<file path="config.mk">
export PLATFORM = sky130hd
export DESIGN_NAME = errrec_access_ctrl
export DESIGN_NICKNAME = d
export VERILOG_FILES = /design/src/rtl/errrec_pkg.sv /design/src/rtl/errrec_decode.sv /design/src/rtl/errrec_priority.sv /design/src/rtl/errrec_bank.sv /design/src/rtl/errrec_access_ctrl.sv
export SDC_FILE = /design/constraint.sdc
export NUM_CORES = 1
export LEC_CHECK = 0
export ABC_AREA = 1
export BUFFER_PORTS_ARGS = -buffer_cell sky130_fd_sc_hd__buf_2
export CORE_UTILIZATION = 59
export CTS_CLUSTER_SIZE = 8
export DETAILED_ROUTE_END_ITERATION = 10
export GPL_TIMING_DRIVEN = 0
export PLACE_DENSITY = 0.82
export RECOVER_POWER = 100
export SKIP_CTS_REPAIR_TIMING = 1
export SLEW_MARGIN = 20
export SYNTH_ARGS = -nofsm -noshare
export SYNTH_HDL_FRONTEND = slang
export SYNTH_SLANG_ARGS = --single-unit
</file>
<file path="constraint.sdc">
create_clock -name clk -period 6.57 [get_ports clk]
set_input_delay 1.971 -clock clk [delete_from_list [all_inputs] [get_ports clk]]
set_output_delay 1.971 -clock clk [all_outputs]
set_load 0.05 [all_outputs]
</file>
<file path="src/rtl/errrec_pkg.sv">
package errrec_pkg;

  localparam logic [1:0] ENC_OP0 = 2'b11;
  localparam logic [2:0] ENC_OP1 = 3'b000;
  localparam logic [3:0] ENC_CRN = 4'b0101;
  localparam logic [3:0] ENC_CRM = 4'b0100;
  localparam logic [2:0] ENC_OP2 = 3'b010;

  localparam logic [1:0] LVL_0 = 2'd0;
  localparam logic [1:0] LVL_1 = 2'd1;
  localparam logic [1:0] LVL_2 = 2'd2;

  localparam logic [3:0] V_UNDEF  = 4'b0001;
  localparam logic [3:0] V_TRAP2  = 4'b0010;
  localparam logic [3:0] V_TRAP3  = 4'b0100;
  localparam logic [3:0] V_PERMIT = 4'b1000;

  localparam logic [5:0] EC_TRAP = 6'h18;

  typedef struct packed {
    logic el3_present;
    logic el3_terr;
    logic el3_twerr;
    logic el3_fgt_en;
    logic undef_prio;
    logic sdd_undef;
    logic el2_enabled;
    logic el2_terr;
    logic fgt_impl;
    logic fgt_rd;
    logic fgt_wr;
  } ctrl_t;

endpackage

</file>
<file path="src/rtl/errrec_decode.sv">
module errrec_decode
  import errrec_pkg::*;
(
  input  logic       valid,
  input  logic [1:0] op0,
  input  logic [2:0] op1,
  input  logic [3:0] crn,
  input  logic [3:0] crm,
  input  logic [2:0] op2,
  output logic       hit
);
  logic enc_ok;
  assign enc_ok = (op0 == ENC_OP0) && (op1 == ENC_OP1) && (crn == ENC_CRN)
               && (crm == ENC_CRM) && (op2 == ENC_OP2);
  assign hit = valid && enc_ok;
endmodule

</file>
<file path="src/rtl/errrec_priority.sv">
module errrec_priority
  import errrec_pkg::*;
(
  input  logic [1:0] el,
  input  logic       is_wr,
  input  ctrl_t      c,
  output logic [3:0] verdict,
  output logic [5:0] ec
);
  logic top_undef;
  logic el2_hyp;
  logic el2_fine;
  logic el3_trap;
  logic [3:0] el3_out;

  // Top-priority undefined from EL3 controls (write-only leg included)
  assign top_undef = c.el3_present && c.undef_prio
                  && (c.el3_terr || (is_wr && c.el3_twerr));
  assign el2_hyp   = c.el2_enabled && c.el2_terr;
  assign el2_fine  = c.el2_enabled && c.fgt_impl
                  && (!c.el3_present || c.el3_fgt_en)
                  && (is_wr ? c.fgt_wr : c.fgt_rd);
  assign el3_trap  = c.el3_present && (c.el3_terr || (is_wr && c.el3_twerr));
  assign el3_out   = c.sdd_undef ? V_UNDEF : V_TRAP3;

  always_comb begin
    verdict = V_PERMIT;
    unique case (el)
      LVL_0: verdict = V_UNDEF;
      LVL_1: begin
        if (top_undef)              verdict = V_UNDEF;
        else if (el2_hyp)           verdict = V_TRAP2;
        else if (el2_fine)          verdict = V_TRAP2;
        else if (el3_trap)          verdict = el3_out;
        else                        verdict = V_PERMIT;
      end
      LVL_2: begin
        if (top_undef)              verdict = V_UNDEF;
        else if (el3_trap)          verdict = el3_out;
        else                        verdict = V_PERMIT;
      end
      default:                      verdict = V_PERMIT;
    endcase
  end

  assign ec = (verdict[1] || verdict[2]) ? EC_TRAP : 6'd0;
endmodule

</file>
<file path="src/rtl/errrec_bank.sv">
module errrec_bank #(
  parameter int NUM_REC = 8,
  parameter int DATA_W  = 64,
  parameter int SEL_W   = 16
) (
  input  logic              clk,
  input  logic              rst,
  input  logic [SEL_W-1:0]  sel,
  input  logic              wr_go,
  input  logic              rd_go,
  input  logic [DATA_W-1:0] wdata,
  output logic              in_range,
  output logic [DATA_W-1:0] rdata
);
  localparam int DEPTH = (NUM_REC > 0) ? NUM_REC : 1;
  localparam int IDX_W = (DEPTH > 1) ? $clog2(DEPTH) : 1;

  logic              rd_en_q;
  logic [DATA_W-1:0] rd_q;

  generate
    if (NUM_REC == 0) begin : g_empty
      assign in_range = 1'b0;
      always_ff @(posedge clk) rd_q <= '0;
      logic unused_ok;
      assign unused_ok = &{1'b0, sel, wr_go, wdata};
    end else begin : g_mem
      logic [DATA_W-1:0] mem [DEPTH];
      logic [IDX_W-1:0]  idx;
      assign in_range = ({1'b0, sel} < (SEL_W+1)'(NUM_REC));
      assign idx      = IDX_W'(sel);
      always_ff @(posedge clk) begin
        if (wr_go && in_range) mem[idx] <= wdata;
        rd_q <= mem[idx];
      end
    end
  endgenerate

  always_ff @(posedge clk) begin
    if (rst) rd_en_q <= 1'b0;
    else     rd_en_q <= rd_go && in_range;
  end

  assign rdata = rd_en_q ? rd_q : '0;
endmodule

</file>
<file path="src/rtl/errrec_access_ctrl.sv">
module errrec_access_ctrl
  import errrec_pkg::*;
#(
  parameter int NUM_REC = 8,
  parameter int DATA_W  = 64,
  parameter int SEL_W   = 16
) (
  input  logic              clk,
  input  logic              rst,
  input  logic              req_valid,
  input  logic              req_write,
  input  logic [1:0]        req_op0,
  input  logic [2:0]        req_op1,
  input  logic [3:0]        req_crn,
  input  logic [3:0]        req_crm,
  input  logic [2:0]        req_op2,
  input  logic [1:0]        req_el,
  input  logic [DATA_W-1:0] req_wdata,
  input  logic              sel_we,
  input  logic [SEL_W-1:0]  sel_din,
  input  logic              el3_present,
  input  logic              el3_terr,
  input  logic              el3_twerr,
  input  logic              el3_fgt_en,
  input  logic              undef_prio,
  input  logic              sdd_undef,
  input  logic              el2_enabled,
  input  logic              el2_terr,
  input  logic              fgt_impl,
  input  logic              fgt_rd,
  input  logic              fgt_wr,
  output logic              vld_o,
  output logic [3:0]        verdict_o,
  output logic [5:0]        ec_o,
  output logic [DATA_W-1:0] rdata_o
);
  ctrl_t             ctl;
  logic              hit;
  logic [3:0]        verdict_c;
  logic [5:0]        ec_c;
  logic              permit;
  logic [SEL_W-1:0]  sel_q;
  logic              in_range;

  assign ctl = '{el3_present: el3_present, el3_terr: el3_terr,
                 el3_twerr: el3_twerr, el3_fgt_en: el3_fgt_en,
                 undef_prio: undef_prio, sdd_undef: sdd_undef,
                 el2_enabled: el2_enabled, el2_terr: el2_terr,
                 fgt_impl: fgt_impl, fgt_rd: fgt_rd, fgt_wr: fgt_wr};

  errrec_decode u_dec (
    .valid(req_valid), .op0(req_op0), .op1(req_op1),
    .crn(req_crn), .crm(req_crm), .op2(req_op2), .hit(hit)
  );

  errrec_priority u_prio (
    .el(req_el), .is_wr(req_write), .c(ctl),
    .verdict(verdict_c), .ec(ec_c)
  );

  assign permit = hit && verdict_c[3];

  errrec_bank #(.NUM_REC(NUM_REC), .DATA_W(DATA_W), .SEL_W(SEL_W)) u_bank (
    .clk(clk), .rst(rst), .sel(sel_q),
    .wr_go(permit && req_write), .rd_go(permit && !req_write),
    .wdata(req_wdata), .in_range(in_range), .rdata(rdata_o)
  );

  always_ff @(posedge clk) begin
    if (rst) begin
      vld_o     <= 1'b0;
      verdict_o <= '0;
      ec_o      <= '0;
      sel_q     <= '0;
    end else begin
      vld_o     <= hit;
      verdict_o <= hit ? verdict_c : 4'd0;
      ec_o      <= hit ? ec_c : 6'd0;
      if (sel_we) sel_q <= sel_din;
    end
  end

  logic unused_ok;
  assign unused_ok = &{1'b0, in_range};
endmodule

</file>
---- Word-level counts from Yosys, hierarchy flattened ----
Memory sizes are Yosys's and may differ from the RTL's. A register that Yosys moved wholly into a read port is not among the register bits.
Index checks and enable logic that the tools add are counted.
Widths: inputs -> output; s select.
cells by class
  $lt $le $gt $ge ......................... 1
  eq/ne operators ......................... 6
  muxes and demuxes ....................... 12
  bitwise operators ....................... 1
  reductions and logical operators ........ 26
operator list
  operator             number
  $mux 64              1
  $mux 4               5
  $logic_and 1x1->1    18
  $lt 16x4->1 const B  1
  $pmux 4 s3           1
  $eq 4x3->1 const B   2
  $mux 5               1
  $eq 2x2->1 const B   2
  $eq 3x2->1 const B   1
  $logic_not 3->1      1
  $logic_or 1x1->1     3
  $mux 1               3
  $mux 3               1
  $eq 2x1->1 const B   1
  $logic_not 1->1      2
  $logic_not 2->1      1
  $reduce_or 2->1      1
  $not 1->1            1
storage, ports and cells
  register bits ........................... 28
  bits in writable memories ............... 512
  input port bits ......................... 114
  word-level logic and storage cells ...... 52
  memories kept ........................... 1
memory list
  name              words  bits a word  rd ports  clocked after memory_dff  write ports  RTL line           RTL
  u_bank.g_mem.mem  8      64           1         1                         1            errrec_bank.sv:28  logic [DATA_W-1:0] mem [DEPTH];

---- Logic depth before layout (Yosys ltp) ----
  depth in word-level cells ............... 13
  mapped depth ............................ 9
  mapped depth without buffers ............ 9

---- Modules after synthesis ----
Synthesis repeated with hierarchy kept, for this count alone.
second synthesis, totals
  cell total of the unflattened synthesis .. 2390
  area, all modules ....................... 24249.5 µm²
modules (own cells, without submodules)
  module              times used  cells an instance  area an instance (µm²)
  errrec_bank         1           2190               22979.5
  errrec_access_ctrl  1           137                984.7
  errrec_priority     1           43                 203.9
  errrec_decode       1           20                 81.3

---- Worst setup path before layout ----
No wires, ideal clock.
  path type ............................... input -> register
  start point ............................. input port req_crm[0]
  end point ............................... memory u_bank.g_mem.mem[0][0] (enable)
  library setup time ...................... 0.487 ns
  arrival time ............................ 5.232 ns
  data required time ...................... 6.083 ns
  path slack .............................. 0.851 ns
  cell stages on the path ................. 7
  path through ............................ nor2_1 nand3b_1 nor2_1 nand3_1 nor2_1 nand2_1 nor2_1
on the way
  cells in the longest elaborated chain, start to end .. 9
RTL lines
  what                            RTL line                  RTL
  from (decl)                     errrec_access_ctrl.sv:15  input logic [3:0] req_crm,
  $eq 4x3->1                      errrec_decode.sv:14       && (crm == ENC_CRM) && (op2 == ENC_OP2);
  $logic_and 1x1->1 (2 in a row)  errrec_decode.sv:14
  $logic_and 1x1->1               errrec_decode.sv:15       assign hit = valid && enc_ok;
  $logic_and 1x1->1               errrec_access_ctrl.sv:61  assign permit = hit && verdict_c[3];
  $logic_and 1x1->1               errrec_access_ctrl.sv:65  .wr_go(permit && req_write), .rd_go(permit && !req_write),
  $logic_and 1x1->1               errrec_bank.sv:33         if (wr_go && in_range) mem[idx] <= wdata;
  $mux 1                          errrec_bank.sv:33
  $mux 1 (not written as such)    errrec_bank.sv:33
  to (decl)                       errrec_bank.sv:28
Every way passes these cells.

---- Final worst setup path ----
  start point ............................. input port req_write
  end point ............................... memory u_bank.g_mem.mem[0][19] (enable)
on the way
  cells in the longest elaborated chain, start to end .. 13
  elaborated cells on any way between the ends .. 17
RTL lines
  what                              RTL line                                      RTL
  from (decl)                       errrec_access_ctrl.sv:11                      input logic req_write,
  $logic_and 1x1->1                 errrec_priority.sv:18, errrec_priority.sv:23
  $logic_or 1x1->1                  errrec_priority.sv:18, errrec_priority.sv:23
  $logic_and 1x1->1                 errrec_priority.sv:23                         assign el3_trap = c.el3_present && (c.el3_terr || (is_wr && c.el3_twerr));
  $mux 4                            errrec_priority.sv:34, errrec_priority.sv:39
  $mux 4                            errrec_priority.sv:33                         else if (el2_fine) verdict = V_TRAP2;
  $mux 4                            errrec_priority.sv:32                         else if (el2_hyp) verdict = V_TRAP2;
  $mux 4                            errrec_priority.sv:31                         if (top_undef) verdict = V_UNDEF;
  $pmux 4 s3                        errrec_priority.sv:28                         unique case (el)
  $logic_and 1x1->1                 errrec_access_ctrl.sv:61
  $logic_and 1x1->1 (*)             errrec_access_ctrl.sv:65
  $logic_and 1x1->1 (*)             errrec_bank.sv:33
  $mux 1 (*)                        errrec_bank.sv:33
  $mux 1 (not written as such) (*)  errrec_bank.sv:33
Mark *: on every way between the ends. The rest lies on a longest branch, timed or not.

==> qor.yml <==
status: "complete, but fails checks"
violations: "capacitance limit, slew limit"
cts_sinks: 599
p_sw_share_pct: 21.14
htreeDepth: 3
core_area_sq_um: 36700
fin_crit_sh_pct: 85.37
syn-cell-area_sq_um: 22060
hold_path_class: "flop to flop"
drt-vias-per-instance: 5.918
finalHoldViolCount: 0
vdd_drop_max_mv: 0.2094
hold_path_depth: 2
postSynthAreaPerCell_sq_um: 13.06
grt_pass1_vias: 14810
synth-edff-count: 512
holdWs_ns: 0.4598
power.switching_mw: 1.813
min_from: "u_bank.g_mem.mem[7][61]"
fin_worst_skew_ns: 0.01576
cts-root-buf: "clkbuf_16"
area_growth_pct: 18.57
ant_nets: 0
final_common_cell: "edfxtp_1"
seqPwrFrac_pct: 49.1
synthCells: 1689
fp-row-count: 70
setup_viol: 0
critPathArrivalTime_ns: 5.90
dp_hpwl_microns: 34810
powerDensity_nw_per_um2: 327.9
totalWireLength_microns: 59790
grt_overflow_total: 0
start_util_pct: 60.10
p_leak_nw: 9.961
ios: 189
r2r-start: "sel_q[0]"
ys_seq_area_share_pct: 77.60
cts_buffer_depth: 3
cell_internal_pwr_mw: 6.763
vias: 14930
wl_per_cell_microns: 23.70
grt_max_degree: 23
cts_tree: "built"
finalNonFillerCells: 2523
dieArea_sq_um: 38160
cts_made_buffers: 84
synth_cell_types: 29
num-fill-cells: 2259
cp-start-kind: "primary input"
worst_pin_slew_ns: 1.687
placed_cells: 2368
power_mw: 8.576
synth-seq-cells: 599
layout-drive-gt1-share_pct: 9.693
gp_congestion: 0.8017
cp.required_ns: 6.86
relSlewSlack_pct: -12.45
end_kind: "flop"
grtUsageTotal_pct: 31.46
synth_ff_type: "edfxtp_1"
die_w_microns: 195.3
ys_warn_count: 0
p_clk_share_pct: 47.1
worstPathMaxFanout: 21
grt_first_pass_wirelength_microns: 87300
postSynth.asyncResetShare_pct: 0
clk_latency_ns: 0.60
die_h_microns: 195.3
layout_common_cells: "edfxtp_1, nand2_1, inv_1"
hold_path_end: "u_bank.rd_q[61]"
reg2reg_to: "u_bank.g_mem.mem[1][57]"
post-route-min-period_ns: 5.609
first_pass_iters: 6
rsz0062_at_grt: "no"
comb_power_share_pct: 3.8
clk_pin_slew_ns: 0.05
reg2regPathDepth: 6
drc: 0
num-nets-final: 2100
max_clock_freq_ghz: 0.1783
maxCapViolations: 6
drv_slew: 80
drtIter0Drc: 1960
antenna_found_initial: 4
crit_type: "primary input to flop"
r2r_slack_ns: 1.97
numPortBuffers: 183
## cell type report
cell class	instances	area, sq um	share of cell area (%)
Antenna cell	2	5.005	0.01914
Multi-Input combinational cell	758	3582	13.70
Timing Repair Buffer	208	1035	3.957
Tap cell	468	585.6	2.239
Inverter	259	972.2	3.718
Clock inverter	3	48.80	0.1866
Buffer	76	371.6	1.421
Clock buffer	150	2435	9.311
Sequential cell	599	17120	65.45
## power groups by stage
stage,Combinational [mW],Clock (mW),Sequential (mW)
6_report,0.328,4.04,4.21
3_5_place_dp,0.317,0,4.28
4_1_cts,0.328,4.04,4.21
2_1_floorplan,0.162,0,4.27
5_1_grt,0.350,4.20,4.21
3_3_place_gp,0.299,0,4.28
## cells in the mapped netlist, drive strengths merged, types with 2 or more instances
| cell type | number | share of area (%) |
|---|---|---|
| o2111ai | 20 | 0.79 |
| nor2 | 90 | 1.5 |
| a21oi | 50 | 1.1 |
| nor3 | 2 | 0.068 |
| or2 | 4 | 0.11 |
| nand3 | 24 | 0.61 |
| edfxtp | 512 | 70 |
| o211ai | 3 | 0.10 |
| a211oi | 4 | 0.14 |
| nand2 | 339 | 5.8 |
| clkbuf | 25 | 0.43 |
| o2111a | 3 | 0.15 |
| inv | 259 | 4.4 |
| o22ai | 17 | 0.48 |
| dfxtp | 87 | 7.9 |
| o21ai | 96 | 2.2 |
| nand4 | 62 | 1.8 |
| buf | 51 | 1.4 |
| a22oi | 37 | 1.3 |
## layer usage
layer  vias to the layer above  wire length (microns)  global-route usage [%]
li1                       6426                      -                       -
met1                      7092                  20910                   39.51
met2                      1175                  28710                   51.65
met3                       232                   7437                   8.204
met4                         6                   2696                   14.26
met5                         -                     36                       0
## how the worst max path moves through the flow
stage | start | to | slack [ns]
after floorplan | req_crm[0] | u_bank.g_mem.mem[0][0] | 0.85
after global placement | req_write | u_bank.g_mem.mem[1][57] | -2.07
after detailed placement | req_crm[0] | u_bank.g_mem.mem[6][19] | 1.81
after CTS | u_bank.rd_en_q | rdata_o[31] | 1.45
after global routing | req_write | u_bank.g_mem.mem[1][57] | 0.80
final | req_write | u_bank.g_mem.mem[0][19] | 0.96
## per-stage QoR
step                area [sq um]  TNS [ns]  utilization (%)  setup slack [ns]
global route               26150         0            71.25            0.8050
finish                     26150         0            71.26            0.9614
detailed placement         24220         0            66.00             1.813
CTS                        26710         0            72.77             1.453
global placement           23570   -987.09            64.22            -2.067
floorplan                  22070         0                -            0.8511
## cell families after synthesis
kind of cell	count (synthesis)	share of synthesized area, %
AOI/OAI and AO/OA	232	6.308
buffers and inverters	335	6.183
DFF	599	77.60
other	1	0.01700
and+or+nand+nor	522	9.888
## flip-flops by register name, indices dropped and copies added, names as in the netlist
name / count
u_bank.g_mem.mem: 512
sel_q: 16
u_bank.rd_q: 64
vld_o: 1
ec_o: 1
u_bank.rd_en_q: 1
verdict_o: 4
## worst max-delay path, stage by stage
cell and delay, ns:
clkbuf_1 0.19, inv_1 0.11, nand2_1 0.07, nand2_1 0.07, nand2_1 0.09, nand4_1 0.08, nand3_1 0.10, nand2_1 0.29
nor2_1 1.28, clkbuf_1 1.30, buf_12 0.30
Note: power is estimated with default switching activity, not from simulation.
